===== config.mk =====
export PLATFORM = sky130hd
export DESIGN_NAME = zone_admit
export DESIGN_NICKNAME = d
export VERILOG_FILES = /design/src/rtl/zone_admit_pkg.sv /design/src/rtl/zone_admit_check.sv /design/src/rtl/zone_admit_ctr.sv /design/src/rtl/zone_admit.sv
export SDC_FILE = /design/constraint.sdc
export NUM_CORES = 1
export LEC_CHECK = 0
export BUFFER_PORTS_ARGS = -buffer_cell sky130_fd_sc_hd__buf_2
export CAP_MARGIN = 30
export CORE_MARGIN = 2
export CORE_UTILIZATION = 35
export DETAILED_ROUTE_END_ITERATION = 8
export HOLD_SLACK_MARGIN = 0.05
export PLACE_DENSITY = 0.52
export SYNTH_ARGS = -nofsm -noshare
export SYNTH_HDL_FRONTEND = slang
export SYNTH_HIERARCHICAL = 1
export SYNTH_SLANG_ARGS = --single-unit

===== constraint.sdc =====
create_clock -name clk -period 5.5 [get_ports clk]
set_input_delay 0.825 -clock clk [delete_from_list [all_inputs] [get_ports clk]]
set_output_delay 0.825 -clock clk [all_outputs]
set_load 0.02 [all_outputs]

===== src/rtl/zone_admit_pkg.sv =====
package zone_admit_pkg;

    localparam logic [15:0] ST_OK      = 16'h0000;
    localparam logic [15:0] ST_NO_RTRY = 16'h4000;
    localparam logic [15:0] ST_ACT     = ST_NO_RTRY | 16'h01BD;
    localparam logic [15:0] ST_OPN     = ST_NO_RTRY | 16'h01BE;
    localparam logic [15:0] ST_BUF     = ST_NO_RTRY | 16'h01B7;
    localparam int          ATTR_BUF   = 3;
    localparam int          NPOOL      = 3;

    typedef struct packed {
        logic        valid;
        logic [15:0] status;
        logic [7:0]  attr;
        logic        err;
    } resp_t;

endpackage


===== src/rtl/zone_admit_check.sv =====
module zone_admit_check #(
    parameter int CNT_W = 5,
    parameter int AMT_W = 2
) (
    input  logic [CNT_W-1:0] act_used,
    input  logic [CNT_W-1:0] opn_used,
    input  logic [CNT_W-1:0] buf_free,
    input  logic [CNT_W-1:0] max_act,
    input  logic [CNT_W-1:0] max_opn,
    input  logic [AMT_W-1:0] need_act,
    input  logic [AMT_W-1:0] need_opn,
    input  logic             need_buf,
    output logic             ok,
    output logic [15:0]      status
);
    import zone_admit_pkg::*;

    logic [CNT_W:0] act_sum;
    logic [CNT_W:0] opn_sum;
    logic           act_fail;
    logic           opn_fail;
    logic           buf_fail;

    always_comb begin
        act_sum  = {1'b0, act_used} + (CNT_W+1)'(need_act);
        opn_sum  = {1'b0, opn_used} + (CNT_W+1)'(need_opn);
        act_fail = (max_act != '0) && (act_sum > {1'b0, max_act});
        opn_fail = (max_opn != '0) && (opn_sum > {1'b0, max_opn});
        buf_fail = need_buf && (buf_free == '0);
        ok       = 1'b0;
        if (act_fail)      status = ST_ACT;
        else if (opn_fail) status = ST_OPN;
        else if (buf_fail) status = ST_BUF;
        else begin
            status = ST_OK;
            ok     = 1'b1;
        end
    end

endmodule


===== src/rtl/zone_admit_ctr.sv =====
module zone_admit_ctr #(
    parameter int CNT_W     = 5,
    parameter int AMT_W     = 2,
    parameter bit ERR_ON_UP = 1'b0
) (
    input  logic             clk,
    input  logic             rst,
    input  logic [CNT_W-1:0] rst_val,
    input  logic [CNT_W-1:0] ceiling,
    input  logic [AMT_W-1:0] up_amt,
    input  logic [AMT_W-1:0] dn_amt,
    output logic [CNT_W-1:0] cnt_o,
    output logic             err_o
);
    logic [CNT_W-1:0] cnt_d, cnt_q;
    logic [CNT_W:0]   sum;
    logic             under;
    logic             over;

    always_comb begin
        sum   = {1'b0, cnt_q} + (CNT_W+1)'(up_amt);
        under = CNT_W'(dn_amt) > cnt_q;
        over  = (up_amt != '0) && (sum > {1'b0, ceiling});
        cnt_d = cnt_q;
        if (dn_amt != '0) begin
            if (!under) cnt_d = cnt_q - CNT_W'(dn_amt);
        end else if (up_amt != '0) begin
            cnt_d = over ? ceiling : sum[CNT_W-1:0];
        end
        err_o = ERR_ON_UP ? over : under;
    end

    always_ff @(posedge clk) begin
        if (rst) cnt_q <= rst_val;
        else     cnt_q <= cnt_d;
    end

    assign cnt_o = cnt_q;

endmodule


===== src/rtl/zone_admit.sv =====
module zone_admit #(
    parameter int ZONES = 16,
    parameter int AMT_W = 2,
    localparam int CNT_W = $clog2(ZONES + 1)
) (
    input  logic             clk,
    input  logic             rst,
    input  logic [CNT_W-1:0] cfg_max_active,
    input  logic [CNT_W-1:0] cfg_max_open,
    input  logic [CNT_W-1:0] cfg_num_buf,
    output logic             cfg_err,
    input  logic             req_valid,
    output logic             req_ready,
    input  logic [AMT_W-1:0] req_act,
    input  logic [AMT_W-1:0] req_opn,
    input  logic             req_buf,
    input  logic             rel_valid,
    input  logic             rel_act,
    input  logic             rel_opn,
    input  logic             rel_buf,
    output logic             resp_valid,
    output logic [15:0]      resp_status,
    output logic [7:0]       resp_attr,
    output logic             err
);
    import zone_admit_pkg::*;

    localparam logic [CNT_W-1:0] ZONES_C = CNT_W'(ZONES);

    typedef struct packed {
        logic [CNT_W-1:0] max_act;
        logic [CNT_W-1:0] max_opn;
        logic [CNT_W-1:0] buf_total;
        logic             bad;
    } cfg_t;

    cfg_t  cfg_d, cfg_q;
    resp_t resp_d, resp_q;

    logic [CNT_W-1:0] pool_cnt  [NPOOL];
    logic [CNT_W-1:0] pool_rst  [NPOOL];
    logic [CNT_W-1:0] pool_ceil [NPOOL];
    logic [AMT_W-1:0] pool_up   [NPOOL];
    logic [AMT_W-1:0] pool_dn   [NPOOL];
    logic [NPOOL-1:0] pool_err;

    logic        accept;
    logic        chk_ok;
    logic [15:0] chk_status;

    always_comb begin
        cfg_d.max_act   = cfg_max_active;
        cfg_d.max_opn   = cfg_max_open;
        cfg_d.buf_total = (cfg_num_buf == '0) ? ZONES_C : cfg_num_buf;
        cfg_d.bad       = (cfg_max_active != '0) && (cfg_num_buf > cfg_max_active);
    end

    zone_admit_check #(.CNT_W(CNT_W), .AMT_W(AMT_W)) u_check (
        .act_used (pool_cnt[0]),
        .opn_used (pool_cnt[1]),
        .buf_free (pool_cnt[2]),
        .max_act  (cfg_q.max_act),
        .max_opn  (cfg_q.max_opn),
        .need_act (req_act),
        .need_opn (req_opn),
        .need_buf (req_buf),
        .ok       (chk_ok),
        .status   (chk_status)
    );

    always_comb begin
        req_ready = !rel_valid;
        accept    = req_valid && req_ready;

        pool_rst[0]  = '0;
        pool_rst[1]  = '0;
        pool_rst[2]  = cfg_d.buf_total;
        pool_ceil[0] = ZONES_C;
        pool_ceil[1] = ZONES_C;
        pool_ceil[2] = cfg_q.buf_total;

        pool_up[0] = '0;
        pool_up[1] = '0;
        pool_up[2] = AMT_W'(rel_valid && rel_buf);
        pool_dn[0] = AMT_W'(rel_valid && rel_act);
        pool_dn[1] = AMT_W'(rel_valid && rel_opn);
        pool_dn[2] = '0;
        if (accept && chk_ok) begin
            pool_up[0] = req_act;
            pool_up[1] = req_opn;
            pool_dn[2] = AMT_W'(req_buf);
        end

        resp_d.valid  = accept;
        resp_d.status = accept ? chk_status : ST_OK;
        resp_d.attr   = '0;
        resp_d.attr[ATTR_BUF] = accept && chk_ok && req_buf;
        resp_d.err    = rel_valid && (|pool_err);
    end

    for (genvar k = 0; k < NPOOL; k++) begin : g_pool
        zone_admit_ctr #(
            .CNT_W     (CNT_W),
            .AMT_W     (AMT_W),
            .ERR_ON_UP (k == 2)
        ) u_ctr (
            .clk     (clk),
            .rst     (rst),
            .rst_val (pool_rst[k]),
            .ceiling (pool_ceil[k]),
            .up_amt  (pool_up[k]),
            .dn_amt  (pool_dn[k]),
            .cnt_o   (pool_cnt[k]),
            .err_o   (pool_err[k])
        );
    end

    always_ff @(posedge clk) begin
        if (rst) begin
            cfg_q  <= cfg_d;
            resp_q <= '0;
        end else begin
            resp_q <= resp_d;
        end
    end

    assign cfg_err     = cfg_q.bad;
    assign resp_valid  = resp_q.valid;
    assign resp_status = resp_q.status;
    assign resp_attr   = resp_q.attr;
    assign err         = resp_q.err;

endmodule


==> results of run 1 <==
[cells in the final DEF (no fill, tap or decap), types with 5 or more instances in the layout]
master / instances
o21a_1: 5
a21oi_2: 5
ha_1: 47
buf_2: 47
nor2_1: 12
a22oi_1: 7
edfxtp_1: 31
nand2_1: 17
conb_1: 69
o211ai_1: 6
dfxtp_1: 19
o21ai_0: 17
nor3_1: 14
fa_1: 6
xnor2_1: 12
and2_1: 25
xor2_1: 12
nand4_1: 6
buf_4: 5
nor4_1: 5
a21oi_1: 14
o31ai_2: 6
inv_1: 51
nand3_1: 18
nor2b_1: 7
clkbuf_16: 5
[metrics by stage]
stage / setup slack, ps / power, mW / hold WS (ps)
CTS: 204 / 1.56 / 637
detailed placement: -84.5 / 1.25 / 620
global route: 5.06 / 1.71 / 689
global placement: 3.52 / 1.23 / 631
finish: 260 / 1.58 / 631
floorplan: 381 / 1.13 / 578
[power groups by stage]
stage | clock (mW) | sequential (mW) | combinational (mW)
6_report | 0.312 | 0.550 | 0.715
5_1_grt | 0.335 | 0.562 | 0.813
3_5_place_dp | 0 | 0.558 | 0.688
3_3_place_gp | 0 | 0.556 | 0.678
4_1_cts | 0.320 | 0.550 | 0.693
2_1_floorplan | 0 | 0.529 | 0.597
[kinds of logic (layout without fill, tap and decap cells)]
logic type	after synthesis	count (layout)	synth area share (%)
AOI/OAI and AO/OA	93	93	17.6
xor gates and xnor gates	24	24	4.94
adders and majority gates	55	55	17.6
buffers and inverters	82	111	9.40
DFF	50	50	30.8
other	3	69	0.264
and+or+nand+nor	136	136	19.4
[cells in the mapped netlist, types with 2 or more instances]
cell	instances
a211oi_2	3
a21o_1	3
a21oi_1	18
a22oi_1	7
a31o_4	4
a31oi_4	3
and2_1	25
and3_1	3
and3_4	3
buf_2	2
buf_4	24
clkbuf_1	5
conb_1	3
dfxtp_1	19
edfxtp_1	31
fa_1	8
ha_1	47
inv_1	51
nand2_1	17
nand2b_1	3
nand3_1	18
nand4_1	6
nor2_1	13
nor2b_1	7
nor3_1	14
nor3b_1	3
nor3b_2	2
nor4_1	5
o211ai_1	6
o21a_1	5
o21ai_0	17
o21ai_1	5
o21ai_2	2
o31ai_2	6
or2_2	2
or3_1	4
xnor2_1	12
xor2_1	12
[worst max-delay path by stage]
stage | cells past startpoint | slack, ps | end | startpoint
6_report | 23 | 260 | g_pool[1].u_ctr/cnt_o[2] | req_opn[0]
5_1_grt | 23 | 5 | g_pool[1].u_ctr/cnt_o[2] | req_opn[0]
4_1_cts | 23 | 200 | g_pool[1].u_ctr/cnt_o[2] | req_act[0]
3_5_place_dp | 23 | -80 | g_pool[1].u_ctr/cnt_o[2] | req_act[0]
3_3_place_gp | 22 | 4 | g_pool[0].u_ctr/cnt_o[4] | req_act[0]
2_1_floorplan | 22 | 380 | g_pool[1].u_ctr/cnt_o[2] | req_act[0]
[layout make-up]
cell class / instances / area [sq um]
Clock buffer: 5 / 125
Inverter: 51 / 191
Multi-Input combinational cell: 377 / 2820
Tap cell: 147 / 184
Clock inverter: 3 / 20.0
Fill cell: 1170 / 7040
Timing Repair Buffer: 52 / 273
Sequential cell: 50 / 1310
[sequential cells by signal, summed over array words and instances, names as in the netlist]
register and count:
cfg_q 15, resp_status 16, g_pool.u_ctr/cnt_o 15, err 1
resp_attr 1, resp_valid 1, cfg_err 1
[critical path: cells and delay by family]
family                     cells  cell delay (ps)
adders and majority gates      5             1410
buffers and inverters          1              120
xor gates and xnor gates       2              310
and+or+nand+nor                8             1420
AOI/OAI and AO/OA              7             1190
[routing by layer]
metal  up-vias  share of wire [%]  GRT usage, %
li1       1666                  -             -
met1      1493                 50          20.4
met2        55                 46          23.6
met3         4                3.0          1.69
met4         0               0.80          2.93
met5         -                  0             0
[repair_timing]
| action | CTS | global route |
|---|---|---|
| hold buffers | 0 | 0 |
| setup endpoints to repair | 0 | 8 |
| gates resized for setup | 0 | 8 |
| setup buffers | 0 | 3 |
==> results.txt, run 1 <==
----------------------------------------------------
[Critical path]
  Slowest cell on the critical path ... fa_1
  Nature of the critical path endpoint ... flip-flop
  Required time of the worst setup path ... ~5500 ps
  Worst r2r dst ... g_pool[1].u_ctr/cnt_o[2]
  Worst Path Max Fanout ... 5
  Worst setup path class ... input pin to flip-flop
  Max stage delay on crit path ... 390 ps
  Cell type with the highest occurrence count on the critical path ... ha_1
  Flop2flop setup slack ... 390 ps
  Logic depth of the worst register-to-register path ... 22
  Crit path DAT ... 5280 ps
  Sort of element at the start of the critical path ... input pin
  Cell breakdown of the critical path ... buf_2 -> ha_1 -> fa_1 -> nand3_1 -> xnor2_1 -> ha_1 -> and3_1 -> o21ai_0 -> nand3_1 -> a21oi_2 -> and3_1 -> and3b_2 -> and2_1 -> ha_1 -> a21oi_1 -> nand2b_1 -> xnor2_1 -> ha_1 -> and3_4 -> a31o_4 -> a31o_4 -> a21oi_1 -> o31ai_2
  RR Startpoint ... g_pool[1].u_ctr/cnt_o[0]

[CTS]
  Clock transition at the registers of the reported paths ... ~70 ps
  Cell at the root of the clock tree ... clkbuf_16
  Clock tree from TritonCTS ... yes
  CTS sink count ... 50
  Maximum clock insertion buffer count ... 2
  Number of buffers created by CTS ... 5
  Clock insertion delay at the later pin of the skew report ... 290 ps
  Max H-tree Level ... 2

[GRT]
  Via count of the first global-routing pass ... 3089
  Pin count of the biggest net entering global routing ... 24
  First-pass GRT wire length ... between 10 and 15 mm
  GR Util All Layers ... ~14%
  Remaining global-route overflow ... 0
  Number of antenna violations at the first check in global routing ... 0

[Flow run]
  Max capacitance violation total ... 0

[Power and ir drop]
  Leakage Power ... 2.24 nW
  Fraction of power consumed by sequential logic ... a little over a third
  Combinational fraction of design power ... between 40% and 50%
  Clock Power Share ... approximately 20%
  Sw Pwr ... 612 uW
  Pwr dens ... between 300 and 400 nW/um^2
  Cell internal power dissipation ... 964 uW
  Worst vdd ir ... between 0.00015 and 0.0002 V
  Net switching share of the total power ... 38.8%

[Place]
  Dpl cell area ... roughly 4700 sq um
  Weighted congestion at the end of routability-driven global placement ... a little over 0.8
  IO buf count ... between 40 and 50
  Instance count after placement with tap cells included ... just under 700
  DPL Wire Length ... just over 7 mm

[Yosys]
  Top post-synthesis cells by area ... edfxtp_1, ha_1, dfxtp_1
  Synthesis Warnings ... 6
  Commonest register cell after synthesis ... edfxtp_1
  Post-synthesis cell type count ... 63
  Post-synth EDFFs ... 31
  Post-Syn Area per Cell ... between 9 and 10 sq um
  Fraction of the yosys area taken by sequential cells ... a little under a third
  Top cell type's share of synthesized area ... a little over a fifth
  Post-synthesis cell type with the largest combined area ... edfxtp_1
  Gate Count Post-Synth ... between 400 and 500
  Count of state elements after synthesis ... 50
  Cell Area, Synth ... approximately 4300 sq um
  Async set-or-reset flop fraction in the synthesized netlist ... 0%

[STA]
  Sum Neg Setup Slack ... 0 ps
  Max Transition Viols Final ... 0
  Final min period ... 5240 ps
  Max_slew headroom ... 57.9%
  Unrepaired setup endpoints after global routing ... false
  Final period utilization ... around 95%
  Measured slew at the worst slew-check pin ... between 600 and 700 ps
  Total count of hold-check failures in the final report ... 0
  Number of setup violations in the final report ... 0
  Clk_skew ... ~5.7 ps
  Upper clock frequency limit ... about 190 MHz

[Floorplan]
  Count of boundary I/O pins ... 55
  Die ar. ... ~13000 sq um
  Starting density of the core ... between 30% and 40%
  Die H ... between 100 and 150 um
  Total core area ... approximately 12000 sq um
  Cell row count ... 40
  Horizontal die dimension ... roughly 110 um

[Hold path]
  Worst hold path depth ... 2
  Hold Crit Start ... cfg_q[1]
  Worst min-delay path class ... flip-flop to flip-flop
  Hold worst-path end ... g_pool[2].u_ctr/cnt_o[0]

[Cells and area]
  Proportion of layout cells with a drive suffix above 1 ... about a fifth
  Antenna diode count ... 0
  Finished layout cell area ... about 4900 sq um
  Final cell count without fillers ... 685
  Nets ... slightly above 600
  Post-layout util ... about 41%
  Area added between synthesis and finish ... 15.7%

[Routing]
  Final ANT Viol Nets ... 0
  DRC viols ... 0
  Total detailed-routing wirelength ... approximately 9 mm
  Iteration-0 DRC count of the detailed router ... between 100 and 150
  Routed WL per cell ... 13.1 um
  DR vias ... between 3000 and 4000
  Drt first pass iters ... 4
  Vias per inst ... 4.70

[Run status]
  Status ... finished, final reports clean

----------------------------------------------------
No activity file was read; power rests on OpenSTA's default activity.
==> run 2, diff against run 1 <==
Settings changed: PLACE_DENSITY 0.52 to 0.53, SYNTH_HIERARCHICAL 1 to default.
==> run 2 against run 1 <==
Net effect:
- setup slack better by 200 ps
- hold slack worse by 29 ps
- non-clock buffer count is 9 lower
- total power is 45% lower
- highest routed layer unchanged
- sequential cell count is 12 lower
- clock power is 33% lower
- critical path depth stayed put
- final cell count is 25% lower
- cell area is 28% lower
- clock skew is 4.5 ps higher
- synthesized cell count is 16% lower
==> results.txt, run 2 <==
----------------------------------------------------
[Run status]
  Status ... finished, final reports clean

[CTS]
  Number of buffers created by CTS ... 5
  Clock transition at the registers of the reported paths ... around 90 ps
  CTS sink count ... 38
  Number of post-CTS setup repair buffers ... 0
  Maximum clock insertion buffer count ... 2
  Number of gates resized after cts ... 0
  Hold_buf cts ... 0
  Clock tree from TritonCTS ... yes
  Cell at the root of the clock tree ... clkbuf_8
  Clock insertion delay at the later pin of the skew report ... 300 ps
  Max H-tree Level ... 2

[Critical path]
  Crit path DAT ... approximately 5200 ps
  Worst Path Max Fanout ... 7
  Flop2flop setup slack ... between 500 and 600 ps
  Required time of the worst setup path ... 5680 ps
  Worst setup path class ... input pin to flip-flop
  Sort of element at the start of the critical path ... input pin
  Nature of the critical path endpoint ... flip-flop

[STA]
  Upper clock frequency limit ... 198 MHz
  Number of setup violations in the final report ... 0
  Hold slack final ... between 600 and 700 ps
  Sum Neg Setup Slack ... 0 ps
  Total count of hold-check failures in the final report ... 0
  Min setup slack post-route ... roughly 460 ps
  Unrepaired setup endpoints after global routing ... false
  Clk_skew ... 10.2 ps
  Measured slew at the worst slew-check pin ... ~770 ps
  Final min period ... ~5000 ps
  Final period utilization ... about 92%
  Max Transition Viols Final ... 0
  Max_slew headroom ... about half

[GRT]
  Via count of the first global-routing pass ... 2623
  First-pass GRT wire length ... 12.2 mm
  Number of antenna violations at the first check in global routing ... 0
  Pin count of the biggest net entering global routing ... 26
  Remaining global-route overflow ... 0
  GR Util All Layers ... 15.0%

[Yosys]
  Fraction of the yosys area taken by sequential cells ... approximately 30%
  Cell Area, Synth ... ~3200 sq um
  Top post-synthesis cells by area ... edfxtp_1, ha_1, dfxtp_1
  Gate Count Post-Synth ... 370
  Multiplexer fraction of the synthesized cell area ... 1.27%
  Synth top cells by count ... inv_1, ha_1, nand2_1, nor2_1, edfxtp_1
  Adder-cell share of the synthesized area ... approximately 16%
  Async set-or-reset flop fraction in the synthesized netlist ... 0%
  Top cell type's share of synthesized area ... 19.4%
  Post-Syn Area per Cell ... a little under 9 sq um
  Post-synthesis cell type with the largest combined area ... edfxtp_1
  Synthesized-area fraction occupied by xor and xnor cells ... about 3.8%
  Synthesis Warnings ... 0
  Post-Synth Simple-Gate Area ... between 10% and 20%
  Post-synth EDFFs ... 21
  Post-synthesis cell type count ... roughly 60
  Top-count cell post-synth ... inv_1
  Complex-gate fraction of the synthesized area ... roughly a fifth
  Commonest register cell after synthesis ... edfxtp_1
  Count of state elements after synthesis ... 38
  Main combinational cell family by area after synthesis ... compound AO/OA/AOI/OAI gates

[Cells and area]
  Most common cell after layout, fill and taps aside ... inv_1
  Finished layout cell area ... roughly 3500 sq um
  Post-layout util ... between 30% and 40%
  Nets ... 464
  Proportion of layout cells with a drive suffix above 1 ... 17.3%
  Storage element area ... roughly 970 sq um
  Area of the multi-input gates ... around 1900 sq um
  Final cell count without fillers ... between 500 and 600
  Commonest cells after routing, fill and taps aside ... inv_1, buf_2, ha_1, nand2_1, nor2_1
  Area added between synthesis and finish ... 9.13%
  Filler cell count in the final layout ... 920
  Antenna diode count ... 0

[Routing]
  Routed WL per cell ... ~14 um
  Drt first pass iters ... 4
  Total detailed-routing wirelength ... ~7.3 mm
  Final ANT Viol Nets ... 0
  Met3 routed wirelength ... 315 um
  DR vias ... between 2000 and 3000
  Iteration-0 DRC count of the detailed router ... slightly below 100
  Highest routing layer actually used ... met4
  Vias per inst ... ~5.3
  DRC viols ... 0
  Amount of wire on met2 after detailed routing ... between 3 and 4 mm
  Routed metal-1 wirelength ... ~3.5 mm

[Floorplan]
  Count of boundary I/O pins ... 55
  Horizontal die dimension ... about 100 um
  Starting density of the core ... about 36%
  Die H ... roughly 100 um
  Die ar. ... about 10000 sq um
  Total core area ... roughly 9000 sq um
  Cell row count ... 35

[Place]
  Instance count after placement with tap cells included ... ~500
  DPL Wire Length ... around 5.7 mm
  Weighted congestion at the end of routability-driven global placement ... just under 0.9
  IO buf count ... 40
  Dpl cell area ... 3450 sq um
  Setup WS pre-CTS ... around 140 ps

[Hold path]
  Worst min-delay path class ... flip-flop to flip-flop

[Power and ir drop]
  Pwr dens ... roughly 240 nW/um^2
  Worst vdd ir ... between 0.00009 and 0.0001 V
  Leakage Power ... approximately 1.6 nW
  Total chip power ... between 800 and 900 uW

[Flow run]
  Max capacitance violation total ... 0

----------------------------------------------------
[run 2: changes by cell type after synthesis, sizes merged, moves of 7 or more]
cell / delta
clkbuf: +7
edfxtp: -10
nand3: -8
and2: -23
xor2: -11
nor2: +10
ha: -13
nand2: +12
o21ai: -14
[run 2: report_power, final]
group / switching, mW / internal (mW) / total [mW]
Clock: 0.107 / 0.101 / 0.208
Combinational: 0.168 / 0.123 / 0.291
Sequential: 0.0319 / 0.329 / 0.361
Total: 0.307 / 0.553 / 0.860
[run 2: critical path, stage by stage]
cell      delay (ps)
buf_2            110
ha_1             160
inv_1             50
fa_1             390
nor2_1           150
xnor2_1          140
ha_1             260
and3_1           190
o21ai_0          100
a211oi_2         130
nor4_4           390
and3_1           210
ha_1             180
inv_1             60
fa_1             490
nand2b_1         100
or3_1            310
a21oi_1          160
a221oi_1          60
a31oi_1          180
buf_4            170
a211oi_1          70
a311o_1          330
[run 2: final cells by class]
| class | count | area share (%) |
|---|---|---|
| Timing Repair Buffer | 43 | 6.29 |
| Sequential cell | 38 | 27.4 |
| Clock inverter | 2 | 0.353 |
| Clock buffer | 6 | 2.33 |
| Tap cell | 111 | 3.92 |
| Multi-Input combinational cell | 265 | 54.8 |
| Inverter | 46 | 4.87 |
[run 2: kinds of logic (layout without fill, tap and decap cells)]
logic type	Yosys count	count (layout)
compound gates	82	82
xor+xnor	14	14
fa+ha+maj	38	38
buf+inv	80	97
flops	38	38
mux	4	4
other cells	1	14
simple gates	113	113
[run 2: final timing paths]
kind,from,end,depth (start not counted)
max reg2reg,g_pool[0].u_ctr.cnt_o[0],g_pool[1].u_ctr.cnt_o[4],22
max,req_act[0],g_pool[1].u_ctr.cnt_o[4],23
min,g_pool[0].u_ctr.cnt_o[0],g_pool[0].u_ctr.cnt_o[0],2
min reg2reg,g_pool[0].u_ctr.cnt_o[0],g_pool[0].u_ctr.cnt_o[0],2
[run 2: per-layer routing]
metal | global-route usage (%) | up-vias
li1 | - | 1355
met1 | 20.4 | 1253
met2 | 24.8 | 79
met3 | 2.37 | 7
met4 | 4.21 | 0
met5 | 0 | -
